## config.mk

```make
export PLATFORM = sky130hd
export DESIGN_NAME = periph_window
export DESIGN_NICKNAME = d
export VERILOG_FILES = /design/src/rtl/periph_window_pkg.sv /design/src/rtl/win_decode.sv /design/src/rtl/win_reloc.sv /design/src/rtl/win_test_bank.sv /design/src/rtl/periph_window.sv
export SDC_FILE = /design/constraint.sdc
export NUM_CORES = 1
export LEC_CHECK = 0
export BUFFER_PORTS_ARGS = -buffer_cell sky130_fd_sc_hd__buf_2
export CAP_MARGIN = 5
export CORE_MARGIN = 4
export CORE_UTILIZATION = 35
export CTS_CLUSTER_SIZE = 25
export DETAILED_ROUTE_END_ITERATION = 8
export SETUP_SLACK_MARGIN = 0.02
export SYNTH_ARGS = -nofsm -noshare
export SYNTH_HDL_FRONTEND = slang
export SYNTH_HIERARCHICAL = 1
export SYNTH_SLANG_ARGS = --single-unit
```

## constraint.sdc

```tcl
create_clock -name clk -period 5 [get_ports clk]
set_input_delay 0.25 -clock clk [delete_from_list [all_inputs] [get_ports clk]]
set_output_delay 0.25 -clock clk [all_outputs]
set_load 0.01 [all_outputs]
```

## src/rtl/periph_window_pkg.sv

```systemverilog
package periph_window_pkg;
  typedef struct packed {
    logic hit;
    logic rd;
    logic wr;
  } win_dec_t;
endpackage

```

## src/rtl/win_decode.sv

```systemverilog
module win_decode #(
  parameter int ADDR_W = 16,
  parameter int IDX_W  = 7,
  parameter int BASE_W = 8
) (
  input  logic                         clk,
  input  logic                         rst_n,
  input  logic                         cyc,
  input  logic                         we,
  input  logic                         mem,
  input  logic [ADDR_W-1:0]            addr,
  input  logic [BASE_W-1:0]            base,
  input  logic                         base_mem,
  output periph_window_pkg::win_dec_t  dec,
  output logic [IDX_W-1:0]             idx
);
  logic match;

  assign match   = cyc && (mem == base_mem) && (addr[ADDR_W-1 -: BASE_W] == base);
  assign dec.hit = match;
  assign dec.rd  = match && !we;
  assign dec.wr  = match && we;
  assign idx     = match ? addr[IDX_W:1] : '0;

  assert_hit_needs_cycle_R4: assert property (@(posedge clk) disable iff (!rst_n)
    !cyc |-> !dec.hit && idx == '0);
  assert_one_strobe_R5: assert property (@(posedge clk) disable iff (!rst_n)
    $onehot0({dec.rd, dec.wr}));
endmodule

```

## src/rtl/win_reloc.sv

```systemverilog
module win_reloc #(
  parameter int DATA_W    = 16,
  parameter int BASE_W    = 8,
  parameter int SPACE_BIT = 12,
  parameter logic [BASE_W-1:0] RST_BASE = '1,
  parameter logic RST_MEM   = 1'b0
) (
  input  logic              clk,
  input  logic              rst_n,
  input  logic              wr_en,
  input  logic [DATA_W-1:0] wdata,
  output logic [BASE_W-1:0] base,
  output logic              base_mem,
  output logic [DATA_W-1:0] word
);
  always_ff @(posedge clk) begin
    if (!rst_n) begin
      base     <= RST_BASE;
      base_mem <= RST_MEM;
    end else if (wr_en) begin
      base     <= wdata[BASE_W-1:0];
      base_mem <= wdata[SPACE_BIT];
    end
  end

  always_comb begin
    word             = '0;
    word[BASE_W-1:0] = base;
    word[SPACE_BIT]  = base_mem;
  end

  assert_reloc_load_R7: assert property (@(posedge clk) disable iff (!rst_n)
    wr_en |=> base == $past(wdata[BASE_W-1:0]) && base_mem == $past(wdata[SPACE_BIT]));
  assert_reloc_hold_R7: assert property (@(posedge clk) disable iff (!rst_n)
    !wr_en |=> $stable(base) && $stable(base_mem));
endmodule

```

## src/rtl/win_test_bank.sv

```systemverilog
module win_test_bank #(
  parameter int DATA_W = 16,
  parameter int IDX_W  = 7,
  parameter int NREGS  = 4
) (
  input  logic              clk,
  input  logic              rst_n,
  input  logic              wr,
  input  logic [IDX_W-1:0]  idx,
  input  logic [DATA_W-1:0] wdata,
  output logic              sel,
  output logic [DATA_W-1:0] rdata
);
  logic [DATA_W-1:0] regs [NREGS];
  logic [NREGS-1:0]  hit_vec;

  for (genvar g = 0; g < NREGS; g++) begin : g_reg
    assign hit_vec[g] = (idx == IDX_W'(g));
    always_ff @(posedge clk) begin
      if (!rst_n)                 regs[g] <= '0;
      else if (wr && hit_vec[g])  regs[g] <= wdata;
    end
  end

  always_comb begin
    rdata = '0;
    for (int i = 0; i < NREGS; i++)
      if (hit_vec[i]) rdata = regs[i];
  end
  assign sel = |hit_vec;

  assert_bank_sel_R6: assert property (@(posedge clk) disable iff (!rst_n)
    $onehot0(hit_vec));
endmodule

```

## src/rtl/periph_window.sv

```systemverilog
module periph_window #(
  parameter int ADDR_W    = 16,
  parameter int DATA_W    = 16,
  parameter int REG_COUNT = 128,
  parameter int SPACE_BIT = 12,
  parameter int TEST_REGS = 4,
  localparam int IDX_W    = $clog2(REG_COUNT),
  localparam int BASE_W   = ADDR_W - IDX_W - 1,
  localparam logic [IDX_W-1:0] RELOC_IDX = IDX_W'(REG_COUNT - 1)
) (
  input  logic              clk,
  input  logic              rst_n,
  input  logic              bus_cyc,
  input  logic              bus_we,
  input  logic              bus_mem,
  input  logic [ADDR_W-1:0] bus_addr,
  input  logic [DATA_W-1:0] bus_wdata,
  output logic              ext_run,
  output logic              win_hit,
  output logic [IDX_W-1:0]  reg_idx,
  output logic              reg_rd,
  output logic              reg_wr,
  output logic [DATA_W-1:0] win_rdata
);
  import periph_window_pkg::*;

  win_dec_t          dec;
  logic [BASE_W-1:0] base;
  logic              base_mem;
  logic [DATA_W-1:0] reloc_word;
  logic [DATA_W-1:0] bank_rdata;
  logic              bank_sel;
  logic              reloc_sel;

  win_decode #(.ADDR_W(ADDR_W), .IDX_W(IDX_W), .BASE_W(BASE_W)) u_dec (
    .clk(clk), .rst_n(rst_n), .cyc(bus_cyc), .we(bus_we), .mem(bus_mem),
    .addr(bus_addr), .base(base), .base_mem(base_mem), .dec(dec), .idx(reg_idx)
  );

  assign reloc_sel = (reg_idx == RELOC_IDX);

  win_reloc #(.DATA_W(DATA_W), .BASE_W(BASE_W), .SPACE_BIT(SPACE_BIT)) u_reloc (
    .clk(clk), .rst_n(rst_n), .wr_en(dec.wr && reloc_sel), .wdata(bus_wdata),
    .base(base), .base_mem(base_mem), .word(reloc_word)
  );

  win_test_bank #(.DATA_W(DATA_W), .IDX_W(IDX_W), .NREGS(TEST_REGS)) u_bank (
    .clk(clk), .rst_n(rst_n), .wr(dec.wr), .idx(reg_idx), .wdata(bus_wdata),
    .sel(bank_sel), .rdata(bank_rdata)
  );

  assign ext_run = bus_cyc;
  assign win_hit = dec.hit;
  assign reg_rd  = dec.rd;
  assign reg_wr  = dec.wr;

  always_comb begin
    win_rdata = '0;
    if (dec.rd) begin
      if (reloc_sel)     win_rdata = reloc_word;
      else if (bank_sel) win_rdata = bank_rdata;
    end
  end

  assert_miss_quiet_R4: assert property (@(posedge clk) disable iff (!rst_n)
    !win_hit |-> !reg_rd && !reg_wr && win_rdata == '0);
  assert_hit_runs_ext_R9: assert property (@(posedge clk) disable iff (!rst_n)
    win_hit |-> ext_run);
  assert_strobe_needs_hit_R5: assert property (@(posedge clk) disable iff (!rst_n)
    (reg_rd || reg_wr) |-> win_hit);
endmodule

```

# After elaboration in Yosys (flattened, before gate mapping)
# Memories as Yosys holds them, arrays and structs flattened.
# Index checks and enable logic that the tools add are counted.
[op_classes]
n_bitwise = 4
reduce_logical = 12
n_mux = 25
eq_ne = 6
[ops]
columns = ["op", "n"]
rows = [
  ["$mux 16", 11],
  ["$eq 7x2->1 const B", 2],
  ["$mux 1", 13],
  ["$logic_and 1x1->1", 9],
  ["$eq 8x8->1", 1],
  ["$eq 7x1->1 const B", 1],
  ["$eq 7x7->1 const B", 1],
  ["$logic_not 7->1", 1],
  ["$mux 7", 1],
  ["$or 1x1->1", 4],
  ["$reduce_or 4->1", 1],
  ["$eq 1x1->1", 1],
  ["$logic_not 1->1", 1],
]
[word_totals]
memories = 1
input_bits = 37
register_bits = 9
ramBits = 64
elab_cells = 50
[memory_table]
columns = ["name", "depth", "word_bits", "read_ports", "rd_clocked_by_memory_dff", "wr", "line_no", "rtl"]
rows = [
  ["u_bank.regs", 4, 16, 4, 0, 4, "win_test_bank.sv:14", "logic [DATA_W-1:0] regs [NREGS];"],
]

# Logic depth before layout (Yosys ltp)
# Gate-level depths: netlist (run 1).
[depth]
ltp_word = 12
ltp_mapped = 13

# Modules after synthesis
# Netlist (run 1), hierarchy kept.
[by_module_without_submodules]
columns = ["module", "cells_each", "area_per_inst_um2", "seq_area_each_um2", "instances"]
rows = [
  ["win_test_bank", 216, 3141.8, 1921.8, 1],
  ["win_reloc", 46, 445.4, 180.2, 1],
  ["periph_window", 59, 402.9, 0.0, 1],
  ["win_decode", 31, 251.5, 0.0, 1],
]

# Worst setup path before layout (run 1)
# No wires, ideal clock.
[synth_timing]
path_kind = "flip-flop to flip-flop"
startpoint = "reg u_reloc.base[4]"
endpoint = "mem u_bank.regs[3][0] (enable)"
path_slack_ps = 1065
required_ps = 4586
path_stages_with_launch = 9
setup_ps = 414
arrival_time_ps = 3520
cell_sequence = "dfxtp_1 -> xnor2_1 -> nand4_4 -> nor3_1 -> buf_4 -> buf_4 -> nand3_1 -> buf_2 -> o31ai_1"
[synth_lines]
columns = ["item", "line_no", "rtl"]
rows = [
  ["start, declared", "win_reloc.sv:12", "output logic [BASE_W-1:0] base,"],
  ["start signal, assigned", "win_reloc.sv:21", "base <= wdata[BASE_W-1:0];"],
  ["end, declared", "win_test_bank.sv:14", ""],
]

# Final worst setup path (run 1)
[layout_timing]
startpoint = "reg u_reloc.base[0]"
endpoint = "out win_rdata[14]"
[layout_via]
elab_chain_len = 11
[layout_lines]
columns = ["item", "line_no", "rtl"]
rows = [
  ["$eq 8x8->1 (*)", "win_decode.sv:19", "assign match = cyc && (mem == base_mem) && (addr[ADDR_W-1 -: BASE_W] == base);"],
  ["$logic_and 1x1->1 (*)", "win_decode.sv:19", ""],
  ["$mux 7 (*)", "win_decode.sv:23", "assign idx = match ? addr[IDX_W:1] : '0;"],
  ["$logic_not 7->1", "win_test_bank.sv:18", "assign hit_vec[g] = (idx == IDX_W'(g));"],
  ["$mux 16 (3 in series)", "win_test_bank.sv:28", "if (hit_vec[i]) rdata = regs[i];"],
  ["$mux 16 (*)", "win_test_bank.sv:28", ""],
  ["via bank_rdata[14]", "periph_window.sv:31", "logic [DATA_W-1:0] bank_rdata;"],
  ["$mux 16 (*)", "periph_window.sv:61", "else if (bank_sel) win_rdata = bank_rdata;"],
  ["$mux 16 (*)", "periph_window.sv:60", "if (reloc_sel) win_rdata = reloc_word;"],
  ["$mux 16 (*)", "periph_window.sv:59", "if (dec.rd) begin"],
  ["end, declared", "periph_window.sv:23", "output logic [DATA_W-1:0] win_rdata"],
]
# The timed path passes the listed nets; every way through them passes the cells marked *.

==> flow_summary.toml, run 1 <==
[place]
dpl_cell_area_um2 = 4540
dp_hpwl_mm = 6.56
dp_cells = 522
gp_congestion = 0.744
portBuffers = 62

[synthesis]
ys_seq_area_share_pct = 49.6
ys_warn_count = 6
synth-seq-cells = 73
mappedNetlistArea_um2 = 4240
syn_inst = 352
ys_types = 30
avgSynthCellArea_um2 = 12.0

[global_route]
grt_max_degree = 87
use_met3_pct = 2.55
overflow = 0
grt-busiest-layer = "met2"
grt_use_met2_pct = 25.0
use_met1_pct = 19.5
grt_first_pass_wirelength_mm = 16.7
grt_usage_pct = 14.9
antenna_found_initial = 0
grt_pass1_vias = 3044

[cells_and_area]
ff_latch_area_um2 = 2100
multi_input_area_um2 = 1840
area_growth_pct = 14.8
nNetsFinal = 427
fin_cells = 538
mostFrequentLayoutCells = "edfxtp_1 (64), buf_2 (62), nand2_1 (56), nor4_1 (56), mux2i_1 (25)"
utilization_pct = 41.8
insertedDiodeCount = 0
mostFrequentLayoutCell = "edfxtp_1"
nFillCells = 1086
final_layout_size_suffix_gt1_share_pct = 33.7
finalInstanceArea_um2 = 4870

[timing]
hold_violations = 0
fin_crit_sh_pct = 77.8
rsz0062_at_grt = "false"
tns_ns = 0
worst_clock_skew_ns = 0.00651
period_needed_ns = 3.89
worst_pin_slew_ns = 1.03
fmax_mhz = 257
slew-limit-headroom_pct = 31.2
finalMaxSlewViolations = 0
setup_viol = 0

[drt]
ant_nets = 0
drt_wl_total_mm = 10.3
viasPerCell = 5.56
drtIter0Drc = 230
wl_per_cell_um = 19.2
vias = 2991
first_pass_iters = 4
remaining_drc_errors = 0

[clock_network]
clockBufferDepth = 2
cts.reportedPaths.clkPinSlew_ns = 0.06
h-tree-depth = 3
tritoncts = "done"
post_cts_buffers = 0
cts_buffers = 9
cts_root_buf = "clkbuf_16"
clk_latency_ns = 0.32
cts_resized = 0
cts.sinks = 73
cts_hold_buf = 0

[run_status]
status = "completed"

[setup_path]
cp_slowest_cell = "nor3_2"
critPathTopFamily = "simple AND/OR/NAND/NOR gates"
cp.required_ns = 4.75
critPathArrivalTime_ns = 3.64
cp-end-kind = "output pin"
cp-start-kind = "flip-flop"
slowest_delay_ns = 0.91
worstPathCellList = "xnor2_1 > nand4_2 > nor3_2 > buf_4 > mux4_2 > nor3b_1 > nand3_1 > mux2i_1 > buf_2"
path_buf_inv = 2
worstSetupPathType = "reg -> out"
cp_max_fo = 12

[job]
cap_violations = 0

[min_path]
hp-class = "in -> reg"

[power]
p_leak_nw = 1.66
peakVddDrop_mv = 0.189
power-per-cell-area_nw_per_um2 = 303

[floorplanning]
start_util_pct = 36.4
die_area_um2 = 13900
die_w_um = 118
die_h_um = 118
ioPinCount = 64
core_um2 = 11700
rows = 39
worst register-to-register path, cell delays in order, from the launching register on:
cell and delay [ns]:
dfxtp_1 0.34, xnor2_1 0.30, nand4_2 0.33, nor3_2 0.91, nand3_2 0.27, nor2_8 0.40, and2_1 0.58, mux2i_1 0.27
nand2_1 0.07
routing by layer:
metal / routed length (um) / part of all wire, %
met1: 4480 / 43
met2: 5060 / 49
met3: 616 / 6.0
met4: 159 / 1.5
met5: 0 / 0
where the power goes:
part | internal (mW) | switching [mW] | total [mW] | leakage, nW
clock | 0.485 | 0.237 | 0.722 | 0.160
sequential | 0.678 | 0.00435 | 0.682 | 0.733
combinational | 0.0290 | 0.0448 | 0.0738 | 0.767
layout make-up:
class | instances | area share [%]
clock inverter | 6 | 2.18
sequential | 73 | 43.2
multi-input combinational | 230 | 37.8
timing repair buffer | 76 | 8.53
tap | 143 | 3.67
clock buffer | 10 | 4.70
synth_stat cells, drive strengths merged:
cell	n	share of area (%)
nor4	65	11
edfxtp	64	45
nand2	56	5.0
buf	40	7.1
mux2i	25	5.9
mux4	16	8.5
nor3b	16	2.8
clkbuf	15	1.3
nand3	11	1.4
dfxtp	9	4.2
nor3	9	1.1
xnor2	9	2.6
o31ai	4	0.71
nand4	3	1.3
and2	2	0.29
nand3b	2	0.35
nor2	2	0.56
conb	1	0.088
nor2b	1	0.15
or3b	1	0.21
or4	1	0.18
state kept, by name (all words and copies together), names as in the netlist:
signal	count
u_reloc/base	8
u_reloc/base_mem	1
u_bank/regs	64
through the flow:
stage	setup WS, ns	hold WS (ns)	power, mW
floorplan	1.07	0.378	0.738
global placement	1.43	0.485	0.767
detailed placement	1.34	0.489	0.769
CTS	1.11	0.155	1.49
global route	0.836	0.184	1.52
finish	1.11	0.164	1.48
worst paths after layout:
path	from	to	slack, ns	cells past startpoint
setup / recovery	u_reloc/base[0]$_SDFFE_PN1P_	win_rdata[14]	1.11	9
hold / removal	bus_wdata[6]	u_reloc/base[6]$_SDFFE_PN1P_	0.16	3
setup reg to reg	u_reloc/base[0]$_SDFFE_PN1P_	u_reloc/base[2]$_SDFFE_PN1P_	1.39	8
hold reg to reg	u_reloc/base[5]$_SDFFE_PN1P_	u_reloc/base[5]$_SDFFE_PN1P_	0.53	2
cells by family (layout without fill, tap and decap cells):
| logic type | Yosys count | in the layout | share of synthesized area (%) |
|---|---|---|---|
| AND/OR/NAND/NOR | 169 | 169 | 24.2 |
| flip-flops | 73 | 73 | 49.6 |
| buffers and inverters | 55 | 92 | 8.47 |
| multiplexers | 41 | 41 | 14.4 |
| XOR/XNOR | 9 | 9 | 2.57 |
| AO/OA/AOI/OAI | 4 | 4 | 0.708 |
| other | 1 | 7 | 0.0884 |
Note: power is estimated with default switching activity, not from simulation.
==> inputs of run 2 (changes only) <==
- ABC_AREA: unset -> 1
- clock period: 5 -> 3.9 ns (I/O delays scaled with it)
==> run 2 against run 1 <==
Hold slack lost 0.060 ns. Clock power increased by 12%. Synthesized cell count increased by 42%. Routed wire length rose by 1.7%. Critical path type unchanged.
==> flow_summary.toml, run 2 <==
[clock_network]
cts_hold_buf = 0
clockBufferDepth = 2
cts.reportedPaths.clkPinSlew_ns = 0.06
post_cts_buffers = 0
cts_resized = 0
tritoncts = "done"
cts_buffers = 9
h-tree-depth = 3
cts_root_buf = "clkbuf_16"
cts.sinks = 73
clk_latency_ns = 0.33

[synthesis]
yosysTopAreaCell = "edfxtp_1"
avgSynthCellArea_um2 = 8.57
mappedNetlistArea_um2 = 4280
synth_top_area_share_pct = 44.9
syn_inst = 500
synth.area.top_cells = "edfxtp_1 (45%), nand2_1 (8.8%), nand3_1 (8.4%)"
async_reset_ff_share_pct = 0
synth-seq-cells = 73
ys_warn_count = 6
synth_most_common_cell = "nand2_1"
synth-main-ff-cell = "edfxtp_1"
ys_seq_area_share_pct = 49.1
synthTopCellsByCount = "nand2_1 (100), nor2_1 (89), nand3_1 (72), edfxtp_1 (64), inv_1 (43)"
synth_edf_count = 64
ys_types = 25

[setup_path]
reg2reg_from = "u_reloc/base[6]$_SDFFE_PN1P_"
critPathLaunch = "u_reloc/base[6]$_SDFFE_PN1P_"
worst_r2r_path_depth = 14
cp_common_cell = "nand2_1"
slowest_delay_ns = 0.57
cp_slowest_cell = "nor3_1"
cp.required_ns = 3.70
r2r_end = "u_reloc/base[3]$_SDFFE_PN1P_"
r2r_setup_slack_ns = 0.77
cp-end-kind = "output pin"
worstSetupPathType = "reg -> out"
cp-start-kind = "flip-flop"
cp_max_fo = 11
critPathArrivalTime_ns = 3.23
crit_end = "win_rdata[5]"
worstPathCellList = "inv_1 > nand2_1 > nand2_1 > nor2_1 > nand3_2 > nor3_1 > nor2_2 > nand2_4 > nor3_4 > nor2_1 > nand2_1 > buf_4 > nand2_1 > a21boi_0 > nor2_1 > buf_2"

[cells_and_area]
area_growth_pct = 14.6
nFillCells = 1226
utilization_pct = 40.9
multi_input_area_um2 = 1720
mostFrequentLayoutCell = "nand2_1"
mostFrequentLayoutCells = "nand2_1 (100), nor2_1 (89), nand3_1 (72)"
largest_reg_flops = 64
final_layout_size_suffix_gt1_share_pct = 26.2
insertedDiodeCount = 0
nNetsFinal = 589
max_flop_register = "u_bank/regs"
ff_latch_area_um2 = 2100
reg_top3 = "u_bank/regs: 64 flops, u_reloc/base: 8 flops, u_reloc/base_mem: 1 flops"

[timing]
tns_ns = 0
hold_violations = 0
period_needed_ns = 3.42
hold_slack_ns = 0.105
setup_viol = 0
finalMaxSlewViolations = 0
slew-limit-headroom_pct = 44.9
fmax_mhz = 292
worst_pin_slew_ns = 0.825
rsz0062_at_grt = "false"
worst_clock_skew_ns = 0.00766
fin_crit_sh_pct = 87.8

[drt]
vias = 3424
drtIter0Drc = 234
remaining_drc_errors = 0
ant_nets = 0
drt-met1-wl_mm = 4.47
wl_per_cell_um = 14.9
wl_met3_um = 498
wl_met2_mm = 5.33
drt_wl_total_mm = 10.5
viasPerCell = 4.86
topRoutingLayerUsed = "met4"
first_pass_iters = 5

[job]
cap_violations = 0

[place]
dp_hpwl_mm = 7.27
portBuffers = 62
gp_congestion = 0.735

[floorplanning]
rows = 40
die_h_um = 119
die_area_um2 = 14100
ioPinCount = 64
start_util_pct = 35.7
die_w_um = 119
core_um2 = 12000

[power]
power-per-cell-area_nw_per_um2 = 362
peakVddDrop_mv = 0.206
p_leak_nw = 2.21
p_total_mw = 1.78

[global_route]
grt_first_pass_wirelength_mm = 17.1
overflow = 0
grt_max_degree = 30
antenna_found_initial = 0
grt_pass1_vias = 3372
grt_usage_pct = 15.3

[run_status]
status = "completed"

[min_path]
hp-class = "in -> reg"
run 2: cell count changes in the layout (fill, tap and decap cells not counted), moves of 5 or more:
| cell | before | now |
|---|---|---|
| inv_1 | 0 | 43 |
| inv_2 | 0 | 5 |
| mux2i_1 | 25 | 0 |
| mux4_2 | 16 | 0 |
| nand2_1 | 56 | 100 |
| nand3_1 | 10 | 72 |
| nand4_1 | 0 | 16 |
| nor2_1 | 1 | 89 |
| nor2_2 | 0 | 20 |
| nor2_4 | 0 | 11 |
| nor3b_1 | 16 | 0 |
| nor4_1 | 56 | 0 |
| nor4_2 | 9 | 0 |
| xnor2_1 | 5 | 0 |
run 2: worst max-delay path: cells and delay by family (launching register included):
kind                   cells  cell delay, ns
buffers and inverters      3            0.47
flip-flops                 1            0.39
AND/OR/NAND/NOR           12            1.86
AO/OA/AOI/OAI              1            0.19
run 2: final cells by class:
cell class,instances,area share (%)
Clock inverter,7,1.43
Tap cell,147,3.75
Sequential cell,73,42.8
Clock buffer,9,4.59
Multi-Input combinational cell,342,35.0
Timing Repair Buffer,78,8.77
Inverter,48,3.67
run 2: cells by family (layout without fill, tap and decap cells):
logic type      Yosys count  count (layout)  share of synthesized area, %
simple gates            333             333                          38.9
buf+inv                  91             142                          11.6
flops                    73              73                          49.1
compound gates            2               2                         0.350
other cells               1               7                        0.0876
run 2: worst min path at each step:
stage	slack (ns)	cells past startpoint	end	start
after floorplan	0.32	2	u_reloc/base[5]$_SDFFE_PN1P_	bus_wdata[5]
after global placement	0.44	3	u_reloc/base[1]$_SDFFE_PN1P_	bus_wdata[1]
after detailed placement	0.44	3	u_reloc/base[5]$_SDFFE_PN1P_	bus_wdata[5]
after CTS	0.1	3	u_reloc/base[5]$_SDFFE_PN1P_	bus_wdata[5]
after global routing	0.10	3	u_reloc/base[5]$_SDFFE_PN1P_	bus_wdata[5]
final	0.10	3	u_reloc/base[5]$_SDFFE_PN1P_	bus_wdata[5]
run 2: metal layers:
layer | vias up | global-route usage (%)
li1 | 1716 | -
met1 | 1587 | 18.9
met2 | 100 | 27.0
met3 | 21 | 2.11
met4 | 0 | 5.58
met5 | - | 0
run 2: where the power goes:
part	internal (mW)	total, mW	leakage (nW)	switching (mW)
registers	0.869	0.876	0.733	0.00652
logic	0.0287	0.0882	1.33	0.0595
clock network	0.495	0.812	0.146	0.317
run 2: metrics by stage:
stage	instances	setup WS [ns]	instance area [um^2]
after floorplan	506	1.12	4310
after global placement	688	0.845	4610
after detailed placement	688	0.762	4610
after CTS	704	0.417	4910
after global routing	704	0.201	4910
final	704	0.477	4910
==> inputs of run 3 (changes only) <==
- ABC_AREA: 1 -> unset
- SETUP_SLACK_MARGIN: 0.02 -> unset
==> run 3 against run 2 <==
Largest cell class unchanged. Count of clock-buffer cells in the layout did not move. Die area fell by 0.90%. Maximum frequency fell by 3.1%. Worst setup slack got worse by 0.11 ns. Critical endpoint is now win_rdata[14]. Largest power group is now clock. Clock skew fell by 0.0014 ns. Final area rose by 0.10%.
==> flow_summary.toml, run 3 (synthesis gave the netlist of run 1 again) <==
[cells_and_area]
max_flop_register = "u_bank/regs"
mostFrequentLayoutCell = "edfxtp_1"
area_growth_pct = 15.8
largest_reg_flops = 64
reg_top3 = "u_bank/regs: 64 flops, u_reloc/base: 8 flops, u_reloc/base_mem: 1 flops"
insertedDiodeCount = 0
final_layout_size_suffix_gt1_share_pct = 34.7
mostFrequentLayoutCells = "edfxtp_1 (64), buf_2 (62), nand2_1 (56), nor4_1 (56), mux2i_1 (25)"
nNetsFinal = 430

[min_path]
hold_depth = 3
hp-class = "in -> reg"
min_to = "u_reloc/base[2]$_SDFFE_PN1P_"
min_from = "bus_wdata[2]"

[floorplanning]
die_w_um = 118
die_h_um = 118
start_util_pct = 36.4
die_area_um2 = 13900
rows = 39
core_um2 = 11700
ioPinCount = 64

[drt]
ant_nets = 0
first_pass_iters = 4
drtIter0Drc = 286
drt_wl_total_mm = 10.2
wl_per_cell_um = 18.9
viasPerCell = 5.47
vias = 2959
remaining_drc_errors = 0

[job]
cap_violations = 0

[clock_network]
post_cts_buffers = 0
clockBufferDepth = 2
clk_latency_ns = 0.33
cts_hold_buf = 0
tritoncts = "done"
cts_resized = 0
cts.reportedPaths.clkPinSlew_ns = 0.06
h-tree-depth = 3
cts.sinks = 73
cts_root_buf = "clkbuf_16"
cts_buffers = 9

[global_route]
grt_first_pass_wirelength_mm = 16.4
overflow = 0
grt_pass1_vias = 2989
grt_max_degree = 85
grt_usage_pct = 14.7
antenna_found_initial = 0

[power]
p_total_mw = 1.92
p_leak_nw = 1.69
peakVddDrop_mv = 0.200
power-per-cell-area_nw_per_um2 = 390

[timing]
setup_ws_ns = 0.367
rsz0062_at_grt = "false"
fin_crit_sh_pct = 90.6
setup_viol = 0
hold_violations = 0
worst_clock_skew_ns = 0.00623
slew-limit-headroom_pct = 38.3
period_needed_ns = 3.53
fmax_mhz = 283
tns_ns = 0
finalMaxSlewViolations = 0
worst_pin_slew_ns = 0.925

[setup_path]
cp-start-kind = "flip-flop"
r2r_end = "u_bank/regs[2][2]$_SDFFCE_PN0P_"
worstSetupPathType = "reg -> out"
critPathArrivalTime_ns = 3.34
cp_max_fo = 83
reg2reg_from = "u_reloc/base[0]$_SDFFE_PN1P_"
cp.required_ns = 3.70
r2r_setup_slack_ns = 0.79
cp-end-kind = "output pin"
worst_r2r_path_depth = 6

[place]
gp_congestion = 0.743
portBuffers = 62
pre_cts_slack_ns = 0.700
dp_hpwl_mm = 6.37

[run_status]
status = "completed"
## run 3: cell count changes in the layout (fill, tap and decap cells not counted), moves of 16 or more
cell | previous run | this run
inv_1 | 43 | 0
mux2i_1 | 0 | 25
mux4_2 | 0 | 16
nand2_1 | 100 | 56
nand3_1 | 72 | 10
nand4_1 | 16 | 0
nor2_1 | 89 | 1
nor2_2 | 20 | 0
nor3b_1 | 0 | 16
nor4_1 | 0 | 56
## run 3: per-stage QoR
step	cells	hold WS [ns]	util, %	area, um^2
2_1_floorplan	358	0.323	-	4270
3_3_place_gp	525	0.433	39.2	4570
4_1_cts	541	0.0974	42.1	4910
6_report	541	0.107	42.1	4910
5_1_grt	541	0.110	42.1	4910
3_5_place_dp	525	0.440	39.2	4570
## run 3: cell type report
class / count / area, um^2
clock buffers: 9 / 225
clock inverters: 7 / 118
fillers: 1107 / 6750
multi-input cells: 230 / 1840
flip-flops and latches: 73 / 2100
well taps: 143 / 179
repair buffers: 79 / 450
## run 3: worst max-delay path by stage
stage	start	endpoint	slack (ns)	cells past startpoint
finish	u_reloc/base[0]$_SDFFE_PN1P_	win_rdata[14]	0.37	9
global route	u_reloc/base[0]$_SDFFE_PN1P_	win_rdata[14]	0.09	9
CTS	u_reloc/base[0]$_SDFFE_PN1P_	win_rdata[14]	0.36	9
detailed placement	u_reloc/base[0]$_SDFFE_PN1P_	win_rdata[14]	0.70	9
global placement	u_reloc/base[0]$_SDFFE_PN1P_	win_rdata[14]	0.77	9
floorplan	u_reloc/base[4]$_SDFFE_PN1P_	u_bank/regs[0][0]$_SDFFCE_PN0P_	0.07	7
## run 3: where the power goes
part	total [mW]	switching [mW]	internal, mW
registers	0.874	0.00536	0.869
clock network	0.947	0.321	0.626
logic	0.0947	0.0562	0.0385
total	1.92	0.383	1.53
## run 3: worst max-delay path, cell delays in order, from the launching register on
cell,delay [ns]
dfxtp_1,0.34
xnor2_1,0.30
nand4_2,0.32
nor3_1,0.50
or4_2,0.26
buf_4,0.72
nor3b_1,0.17
nand3_1,0.15
mux2i_1,0.08
buf_2,0.15
## run 3: routing by layer
layer  track usage (%)  wire (um)  up-vias  share of wire [%]
met5                 0          0        -                  0
met4              4.25         79        0               0.77
met3              3.12        538        4                5.3
met2              24.2       5000       83                 49
met1              19.6       4610     1453                 45
li1                  -          -     1419                  -
